$ cat src/rtl/pwr_seq_pkg.sv
package pwr_seq_pkg;
   typedef enum logic [2:0] {
      PS_IDLE,
      PS_RAMP_UP,
      PS_SETTLE,
      PS_ACTIVE,
      PS_RAMP_DN,
      PS_LATCHED
   } pseq_state_e;
endpackage

$ cat src/rtl/pseq_tick_gen.sv
module pseq_tick_gen #(
   parameter int unsigned DIV = 100000
) (
   input  logic clk,
   input  logic rst_n,
   output logic tick_o
);
   localparam int unsigned CW = (DIV > 1) ? $clog2(DIV) : 1;

   if (DIV < 1) begin : g_bad_div
      $error("pseq_tick_gen: DIV must be at least 1");
   end

   if (DIV == 1) begin : g_every
      assign tick_o = 1'b1;
   end else begin : g_div
      logic [CW-1:0] cnt_q;
      always_ff @(posedge clk or negedge rst_n) begin
         if (!rst_n)                      cnt_q <= '0;
         else if (cnt_q == CW'(DIV - 1))  cnt_q <= '0;
         else                             cnt_q <= cnt_q + 1'b1;
      end
      assign tick_o = (cnt_q == CW'(DIV - 1));

      // ticks are isolated single-cycle pulses
      assert_tick_single_R2 : assert property (@(posedge clk) disable iff (!rst_n)
         tick_o |=> !tick_o);
   end
endmodule

$ cat src/rtl/pseq_glitch_filter.sv
module pseq_glitch_filter #(
   parameter int unsigned LEN     = 8,
   parameter bit          RST_VAL = 1'b0
) (
   input  logic clk,
   input  logic rst_n,
   input  logic raw_i,
   output logic filt_o
);
   localparam int unsigned CW = (LEN > 1) ? $clog2(LEN) : 1;

   if (LEN < 1) begin : g_bad_len
      $error("pseq_glitch_filter: LEN must be at least 1");
   end

   logic          sync1_q, sync2_q;
   logic [CW-1:0] run_q;

   always_ff @(posedge clk or negedge rst_n) begin
      if (!rst_n) begin
         sync1_q <= RST_VAL;
         sync2_q <= RST_VAL;
      end else begin
         sync1_q <= raw_i;
         sync2_q <= sync1_q;
      end
   end

   always_ff @(posedge clk or negedge rst_n) begin
      if (!rst_n) begin
         filt_o <= RST_VAL;
         run_q  <= '0;
      end else if (sync2_q == filt_o) begin
         run_q  <= '0;
      end else if (run_q == CW'(LEN - 1)) begin
         filt_o <= sync2_q;
         run_q  <= '0;
      end else begin
         run_q  <= run_q + 1'b1;
      end
   end

   if (LEN >= 2) begin : g_chk
      // a new filtered level was present at the raw input on earlier edges
      assert_filter_settle_R9 : assert property (@(posedge clk) disable iff (!rst_n)
         !$stable(filt_o) |-> ($past(raw_i, 2) == filt_o && $past(raw_i, 3) == filt_o));
   end
endmodule

$ cat src/rtl/pseq_core.sv
module pseq_core
   import pwr_seq_pkg::*;
#(
   parameter int unsigned NCH        = 4,
   parameter int unsigned DW         = 16,
   parameter int unsigned HOLD_TICKS = 160
) (
   input  logic              clk,
   input  logic              rst_n,
   input  logic              tick_i,
   input  logic [NCH-1:0]    rail_ok_i,
   input  logic              en_n_i,
   input  logic              line_i,
   input  logic [NCH*DW-1:0] on_dly_i,
   input  logic [NCH*DW-1:0] off_dly_i,
   output logic [NCH-1:0]    en_o,
   output logic              rel_o,
   output logic              pull_o
);
   localparam int unsigned    IW      = (NCH > 1) ? $clog2(NCH) : 1;
   localparam logic [IW-1:0]  TOP_IDX = IW'(NCH - 1);
   localparam logic [DW-1:0]  HOLD_W  = DW'(HOLD_TICKS);

   logic [DW-1:0] on_dly  [NCH];
   logic [DW-1:0] off_dly [NCH];

   for (genvar k = 0; k < NCH; k++) begin : g_unpack
      assign on_dly[k]  = on_dly_i[k*DW +: DW];
      assign off_dly[k] = off_dly_i[k*DW +: DW];
   end

   pseq_state_e   state_q, state_n;
   logic [IW-1:0] idx_q, idx_n;
   logic [DW-1:0] dcnt_q, dcnt_n;
   logic [NCH-1:0] en_d;
   logic          line_q, pull_hist_q;
   logic          all_ok, ext_req, chain;

   assign all_ok  = &rail_ok_i;
   assign ext_req = !line_q && !pull_hist_q;

   always_comb begin
      state_n = state_q;
      idx_n   = idx_q;
      dcnt_n  = dcnt_q;
      en_d    = en_o;
      chain   = 1'b0;
      unique case (state_q)
         PS_IDLE: begin
            if (all_ok && !en_n_i) begin
               state_n = PS_RAMP_UP;
               idx_n   = '0;
               dcnt_n  = '0;
            end
         end
         PS_LATCHED: begin
            if (line_q) state_n = PS_IDLE;
         end
         default: begin
            if (!all_ok) begin
               state_n = PS_IDLE;
               en_d    = '0;
               idx_n   = '0;
               dcnt_n  = '0;
            end else if (ext_req) begin
               state_n = PS_LATCHED;
               en_d    = '0;
               idx_n   = '0;
               dcnt_n  = '0;
            end else begin
               unique case (state_q)
                  PS_RAMP_UP: begin
                     if (en_n_i) begin
                        dcnt_n = '0;
                        if (idx_q == '0) begin
                           state_n = PS_IDLE;
                        end else begin
                           state_n = PS_RAMP_DN;
                           idx_n   = idx_q - 1'b1;
                        end
                     end else if (dcnt_q == on_dly[idx_q]) begin
                        en_d[idx_q] = 1'b1;
                        dcnt_n      = '0;
                        if (idx_q == TOP_IDX) state_n = PS_SETTLE;
                        else                  idx_n   = idx_q + 1'b1;
                     end else if (tick_i) begin
                        dcnt_n = dcnt_q + 1'b1;
                     end
                  end
                  PS_SETTLE: begin
                     if (en_n_i) begin
                        state_n = PS_RAMP_DN;
                        idx_n   = TOP_IDX;
                        dcnt_n  = '0;
                     end else if (dcnt_q == HOLD_W) begin
                        state_n = PS_ACTIVE;
                        dcnt_n  = '0;
                     end else if (tick_i) begin
                        dcnt_n = dcnt_q + 1'b1;
                     end
                  end
                  PS_ACTIVE: begin
                     if (en_n_i) begin
                        state_n = PS_RAMP_DN;
                        idx_n   = TOP_IDX;
                        dcnt_n  = '0;
                     end
                  end
                  PS_RAMP_DN: begin
                     if (dcnt_q == off_dly[idx_q]) begin
                        en_d[idx_q] = 1'b0;
                        dcnt_n      = '0;
                        chain       = 1'b1;
                        for (int j = int'(NCH) - 2; j >= 0; j--) begin
                           if (chain && j < int'(idx_q)) begin
                              if (off_dly[j] == '0) begin
                                 en_d[j] = 1'b0;
                              end else begin
                                 chain = 1'b0;
                                 idx_n = IW'(j);
                              end
                           end
                        end
                        if (chain) begin
                           state_n = PS_IDLE;
                           idx_n   = '0;
                        end
                     end else if (tick_i) begin
                        dcnt_n = dcnt_q + 1'b1;
                     end
                  end
                  default: ;
               endcase
            end
         end
      endcase
   end

   always_ff @(posedge clk or negedge rst_n) begin
      if (!rst_n) begin
         state_q     <= PS_IDLE;
         idx_q       <= '0;
         dcnt_q      <= '0;
         en_o        <= '0;
         rel_o       <= 1'b0;
         pull_o      <= 1'b1;
         line_q      <= 1'b1;
         pull_hist_q <= 1'b1;
      end else begin
         state_q     <= state_n;
         idx_q       <= idx_n;
         dcnt_q      <= dcnt_n;
         en_o        <= en_d;
         rel_o       <= (state_n == PS_ACTIVE);
         pull_o      <= !(state_n == PS_ACTIVE || state_n == PS_LATCHED);
         line_q      <= line_i;
         pull_hist_q <= pull_o;
      end
   end

   // enables always form a contiguous block from channel A upward
   for (genvar k = 1; k < NCH; k++) begin : g_ladder
      assert_ladder_R3 : assert property (@(posedge clk) disable iff (!rst_n)
         en_o[k] |-> en_o[k-1]);
   end

   assert_start_gate_R1 : assert property (@(posedge clk) disable iff (!rst_n)
      $rose(en_o[0]) |-> $past(all_ok && !en_n_i));

   assert_release_all_on_R5 : assert property (@(posedge clk) disable iff (!rst_n)
      $rose(rel_o) |-> (&en_o));

   assert_fault_off_R6 : assert property (@(posedge clk) disable iff (!rst_n)
      (!all_ok && state_q != PS_LATCHED) |=> (en_o == '0 && pull_o && !rel_o));

   assert_ext_latch_R7 : assert property (@(posedge clk) disable iff (!rst_n)
      (state_q == PS_ACTIVE && all_ok && ext_req) |=> (en_o == '0 && !pull_o && !rel_o));

   assert_abandon_R10 : assert property (@(posedge clk) disable iff (!rst_n)
      (state_q == PS_RAMP_UP && en_n_i) |=> ((en_o & ~$past(en_o)) == '0));
endmodule

$ cat src/rtl/pwr_seq_ctrl.sv
module pwr_seq_ctrl #(
   parameter int unsigned NCH        = 4,
   parameter int unsigned DW         = 16,
   parameter int unsigned TICK_DIV   = 100000,
   parameter int unsigned FILT_LEN   = 8,
   parameter int unsigned HOLD_TICKS = 160
) (
   input  logic              clk,
   input  logic              rst_n,
   input  logic [NCH-1:0]    rail_ok_i,
   input  logic              enable_n_i,
   input  logic [NCH*DW-1:0] on_delay_i,
   input  logic [NCH*DW-1:0] off_delay_i,
   input  logic              sysrst_sense_i,
   output logic [NCH-1:0]    rail_en_o,
   output logic              seq_rst_n_o,
   output logic              sysrst_pull_o
);
   if (NCH < 2) begin : g_bad_nch
      $error("pwr_seq_ctrl: NCH must be at least 2");
   end
   if (DW < 1 || DW > 31) begin : g_bad_dw
      $error("pwr_seq_ctrl: DW must lie in 1..31");
   end
   if (HOLD_TICKS >= (1 << DW)) begin : g_bad_hold
      $error("pwr_seq_ctrl: HOLD_TICKS does not fit in DW bits");
   end

   logic           tick;
   logic [NCH-1:0] rail_f;
   logic           en_n_f;

   pseq_tick_gen #(.DIV(TICK_DIV)) u_tick (
      .clk    (clk),
      .rst_n  (rst_n),
      .tick_o (tick)
   );

   for (genvar k = 0; k < NCH; k++) begin : g_rail_filt
      pseq_glitch_filter #(.LEN(FILT_LEN), .RST_VAL(1'b0)) u_filt (
         .clk    (clk),
         .rst_n  (rst_n),
         .raw_i  (rail_ok_i[k]),
         .filt_o (rail_f[k])
      );
   end

   pseq_glitch_filter #(.LEN(FILT_LEN), .RST_VAL(1'b1)) u_en_filt (
      .clk    (clk),
      .rst_n  (rst_n),
      .raw_i  (enable_n_i),
      .filt_o (en_n_f)
   );

   pseq_core #(.NCH(NCH), .DW(DW), .HOLD_TICKS(HOLD_TICKS)) u_core (
      .clk       (clk),
      .rst_n     (rst_n),
      .tick_i    (tick),
      .rail_ok_i (rail_f),
      .en_n_i    (en_n_f),
      .line_i    (sysrst_sense_i),
      .on_dly_i  (on_delay_i),
      .off_dly_i (off_delay_i),
      .en_o      (rail_en_o),
      .rel_o     (seq_rst_n_o),
      .pull_o    (sysrst_pull_o)
   );
endmodule

$ cat config.mk
export PLATFORM = sky130hd
export DESIGN_NAME = pwr_seq_ctrl
export DESIGN_NICKNAME = d
export VERILOG_FILES = /design/src/rtl/pwr_seq_pkg.sv /design/src/rtl/pseq_tick_gen.sv /design/src/rtl/pseq_glitch_filter.sv /design/src/rtl/pseq_core.sv /design/src/rtl/pwr_seq_ctrl.sv
export SDC_FILE = /design/constraint.sdc
export NUM_CORES = 1
export LEC_CHECK = 0
export CAP_MARGIN = 20
export CORE_ASPECT_RATIO = 0.7
export CORE_MARGIN = 4
export CORE_UTILIZATION = 50
export DETAILED_ROUTE_END_ITERATION = 8
export PLACE_DENSITY = 0.82
export SYNTH_ARGS = -nofsm -noshare
export SYNTH_HDL_FRONTEND = slang
export SYNTH_HIERARCHICAL = 1
export SYNTH_SLANG_ARGS = --single-unit
export TNS_END_PERCENT = 50
$ cat constraint.sdc
create_clock -name clk -period 7 [get_ports clk]
set_input_delay 2.1 -clock clk [delete_from_list [all_inputs] [get_ports clk]]
set_output_delay 2.1 -clock clk [all_outputs]
set_load 0.1 [all_outputs]
After elaboration in Yosys (flattened, before gate mapping). Index checks and enable logic that the tools add are counted.

Bits of input ports: 136. Register bits after elaboration: 76.

Reduce and logical (&&, ||, !) cells: 26. Add/sub/neg operators: 9. Equality and inequality tests: 35. Muxes and demuxes: 97. Bitwise operators: 11. $lt $le $gt $ge: 6.

Operator list (number): $mux 16 (14); $mux 3 (23); $bmux 16 s2 (2); $pmux 16 s4 (1); $logic_not 16->1 (3); $eq 16x16->1 (2); $mux 2 (16); $pmux 16 s2 (1); $mux 1 (28); $eq 3x3->1 const B (8); $ne 6x6->1 const B (4); $mux 4 (5); $add 17x1->17 const B (1); $eq 17x17->1 const B (1); $mux 17 (1); $add 16x1->16 const B (1); $eq 16x8->1 const B (1); $ne 4x4->1 const B (4); $add 3x1->3 const B (5); $ne 5x5->1 const B (3); $pmux 3 s4 (1); $reduce_and 2->1 (5); $eq 3x2->1 const B (3); $pmux 4 s2 (1); 30 further kinds (50).

Longest topological paths before layout.
Depth in word-level cells: 33. Mapped depth: 12. Depth with buffers taken out: 11.

Hierarchy. The synthesis kept the hierarchy.

Modules (own cells, without submodules): pseq_core (cells an instance 358, instances 1, area each 3320.7 µm², sequential area each 729.4 µm²); pseq_glitch_filter at g_rail_filt[0].u_filt ... (cells an instance 13, instances 4, area each 220.2 µm², sequential area each 150.1 µm²); pseq_tick_gen (cells an instance 74, instances 1, area each 793.3 µm², sequential area each 425.4 µm²); pseq_glitch_filter at u_en_filt (cells an instance 13, instances 1, area each 224.0 µm², sequential area each 153.9 µm²).

Worst setup path before layout. OpenSTA, ideal clock, no wires.

Kind: input to register. From: in off_delay_i[58]. To: reg u_core.idx_q[0]. Setup slack: 2922 ps. Buffers on the path: 0. Setup time: 128 ps. Cell stages on the path: 7. Required time: 6872 ps. Data arrival time: 3951 ps. Cells stage by stage: mux4_2 -> xnor2_1 -> nand4_1 -> nor4_4 -> o31ai_1 -> a31oi_2 -> mux2_1.

Longest elaborated chain between the ends: 6.

Ends and longest elaborated chain: start: declaration (line pwr_seq_ctrl.sv:13) `input logic [NCH*DW-1:0] off_delay_i,`; $bmux 16 s2 (line pseq_core.sv:110) `if (dcnt_q == off_dly[idx_q]) begin`; $mux 16 (implied by the code) (2 in series) (line pseq_core.sv:110); $eq 16x16->1 (line pseq_core.sv:110); $ne 5x5->1 (no line); $reduce_and 8->1 (no line); end signal: assignment (line pseq_core.sv:151) `idx_q <= idx_n;`; end: declaration (line pseq_core.sv:33) `logic [IW-1:0] idx_q, idx_n;`.

Every way passes these cells. The select of a mux whose other input is x is not followed. A chain may end at the register's enable or synchronous reset.

Worst setup path in the final report.
From: in off_delay_i[42]. To: reg u_core.dcnt_q[3].

Longest elaborated chain between the ends: 9.

Ends and longest elaborated chain: $bmux 16 s2 (line pseq_core.sv:110); $mux 16 (implied by the code) (2 in series) (line pseq_core.sv:110); $eq 16x16->1 (line pseq_core.sv:110); $mux 16 (line pseq_core.sv:110); $pmux 16 s4 (line pseq_core.sv:71) `unique case (state_q)`; $mux 16 (line pseq_core.sv:65) `end else if (ext_req) begin`; $mux 16 (line pseq_core.sv:60) `if (!all_ok) begin`; $pmux 16 s2 (line pseq_core.sv:48) `unique case (state_q)`; end signal: assignment (line pseq_core.sv:152) `dcnt_q <= dcnt_n;`; end: declaration (line pseq_core.sv:34) `logic [DW-1:0] dcnt_q, dcnt_n;`.

Every way passes these cells. The select of a mux whose other input is x is not followed.

==> reports/metrics.cfg <==
[clock_tree]
cts.sinks = 76
cts.repair.resized = 0
root_buffer = clkbuf_16
clock_path_buffers = 2
postCtsHoldBufs = 0
cts_tree = done
h-tree-depth = 3
path_clk_slew_ns = 0.06
clk_latency_ns = 0.33
postCtsSetupBuffers = 0
numCtsBuffers = 9

[cells_and_area]
finalCoreUtilization_pct = 69.6
areaGrowthSynthToFinish_pct = 32.7
drive_above_1_share_pct = 12.5
nNetsFinal = 772
fillers = 704
num_antenna_cells = 0
final_area_mm2 = 0.00692

[timing]
rsz0062_at_grt = no
setup_violations = 0
drv_slew = 0
fin_crit_ns = 4.85
clock_skew_ns = 0.00436
max_freq_ghz = 0.206
tns_ns = 0
holdWs_ns = 0.346
relSlewSlack_pct = 31.3
period_share_pct = 69.3
worstMarginPinSlew_ns = 1.03
timing.final.hold_violations = 0

[drt]
finalWirelength_um = 14700
drt_pass1_iterations = 5
vias_per_cell = 6.04
route.detailed.drc = 0
ant_nets = 0
drtIter0Drc = 535
wl_per_cell_um = 19.6
via_count = 4533

[placement]
portBuffers = 141
dpl.hpwl_um = 11500
placed_cell_area_mm2 = 0.00665
gp_congestion = 0.930

[synthesis]
netlist_area_mm2 = 0.00522
yosys_register_bits = 76
synth_edf_count = 0
ys_warn_count = 6
synth_flop_cell = dfrtp_1
synthCells = 497
synth.most_common_cell = dfrtp_1
syn_nets = 651
yosysTopAreaCellShare_pct = 33.6
yosysUniqueCellTypes = 61
synth_top_area_cell = dfrtp_1
yosys-top-cells-count = dfrtp_1 (70), xnor2_1 (45), nand2_1 (42)
async_reset_ff_share_pct = 100
post_synth.cell_area_avg_um2 = 10.5
synth.area.top_cells = dfrtp_1 (34%), mux4_2 (14%), xnor2_1 (7.6%)
ys_seq_area_share_pct = 36.6

[critical_path]
cp-start-kind = input pin
worst_path_largest_cell_delay_ns = 0.60
critPathKind = input pin to flop
endpoint_kind = flop
worstPathMaxFanout = 12
critPathSlowestCell = nor4_4
crit_start = off_delay_i[42]
cp_num_buf_inv = 1
crit_arrival_ns = 5.04
timing.rr.start = u_tick/g_div.cnt_q[11]
cpLargestDelayFamily = simple AND/OR/NAND/NOR gates
critical_path.cell_chain = clkdlybuf4s50_1 -> mux4_2 -> xnor2_1 -> nand4_1 -> nor4_4 -> o32ai_2 -> nor2_2 -> o211ai_1
crit_required_ns = 7.19

[power_and_ir_drop]
leakagePower_nw = 2.68
seqPwrFrac_pct = 45.9
clockPowerShare_pct = 35.8
power.internal_uw = 874
p_per_area_mw_per_mm2 = 166
p_sw_share_pct = 24.0
power.switching_uw = 277
fin_total_pwr_mw = 1.15
peakVddDrop_mv = 0.143
p_comb_share_pct = 18.2

[die]
die-area_mm2 = 0.0122
io_pins = 142
placementRows = 30
die_h_um = 93.5
initial_core_util_pct = 52.5
dieWidth_um = 130
core_mm2 = 0.00995

[global_route]
antenna_found_initial = 0
grt_pass1_wl_um = 23200
overflow = 0
grt_max_degree = 77
grt_pass1_vias = 4584
grtUsageTotal_pct = 24.5

[status]
outcome = complete, no violations

[worst_hold_path]
min_from = g_rail_filt[0].u_filt/sync1_q
hold_path.class = flop to flop

[job]
cap_violations = 0

==> through the flow <==
step	std cells	setup WS, ns
after CTS	750	2.10
after global placement	734	1.91
after floorplan	497	2.92
final	751	2.15
after global routing	751	2.06
after detailed placement	734	1.81
==> worst paths after layout <==
| path | to | slack [ns] | cells after the start |
|---|---|---|---|
| setup / recovery | u_core/dcnt_q[3] | 2.15 | 8 |
| hold / removal | g_rail_filt[0].u_filt/sync2_q | 0.35 | 0 |
| setup reg to reg | u_core/dcnt_q[15] | 3.11 | 10 |
| hold reg to reg | g_rail_filt[0].u_filt/sync2_q | 0.35 | 0 |
| max in group asynchronous | u_core/idx_q[0] | 4.35 | 2 |
| min in group asynchronous | g_rail_filt[0].u_filt/run_q[2] | 2.00 | 2 |
==> layout make-up <==
type | instances | area, um2 | area share, %
clock inverter | 3 | 15.0 | 0.217
multi-input combinational | 373 | 3100 | 44.8
inverter | 12 | 45.0 | 0.651
tap | 128 | 160 | 2.31
timing repair buffer | 146 | 1440 | 20.9
sequential | 76 | 1910 | 27.6
clock buffer | 13 | 250 | 3.61
==> power groups by stage <==
stage                     logic, mW  clock network (mW)  registers, mW
after floorplan               0.105                   0          0.521
after global placement        0.200                   0          0.533
after detailed placement      0.211                   0          0.536
after CTS                     0.211               0.422          0.529
after global routing          0.237               0.443          0.535
final                         0.210               0.412          0.529
==> cells by family (layout without fill, tap and decap cells) <==
logic type | Yosys count | in the layout | synth area share, %
muxes | 39 | 39 | 15.3
adders and majority gates | 18 | 18 | 4.32
xor gates and xnor gates | 57 | 57 | 9.57
AOI/OAI and AO/OA | 72 | 72 | 9.71
DFF | 76 | 76 | 36.6
and+or+nand+nor | 187 | 187 | 20.4
buffers and inverters | 48 | 174 | 4.15
==> sequential cells by signal (all words and copies together) (netlist names) <==
name / flops
u_tick/g_div.cnt_q: 17
u_core/en_o: 4
u_core/state_q: 3
u_core/rel_o: 1
u_en_filt/filt_o: 1
u_en_filt/sync1_q: 1
u_core/dcnt_q: 16
u_en_filt/sync2_q: 1
u_en_filt/run_q: 3
g_rail_filt.u_filt/sync2_q: 4
g_rail_filt.u_filt/filt_o: 4
u_core/pull_hist_q: 1
u_core/line_q: 1
u_core/idx_q: 2
u_core/pull_o: 1
g_rail_filt.u_filt/sync1_q: 4
g_rail_filt.u_filt/run_q: 12
==> per-layer routing <==
layer	track usage (%)	wire length, um
met1	34.6	6150
met2	37.2	6950
met3	7.82	1380
met4	4.93	219
met5	0	0
==> layout by cell type, fill, tap and decap left out, drive strengths merged, types with 13 or more instances in the layout <==
master | synthesis | routed
clkbuf | 25 | 13
clkdlybuf4s50 | 0 | 140
dfrtp | 70 | 70
ha | 18 | 18
mux4 | 32 | 32
nand2 | 42 | 42
nand4 | 21 | 21
nor2 | 36 | 36
nor4 | 21 | 21
o21ai | 17 | 17
xnor2 | 45 | 45
(Power assumes the default switching activity.)
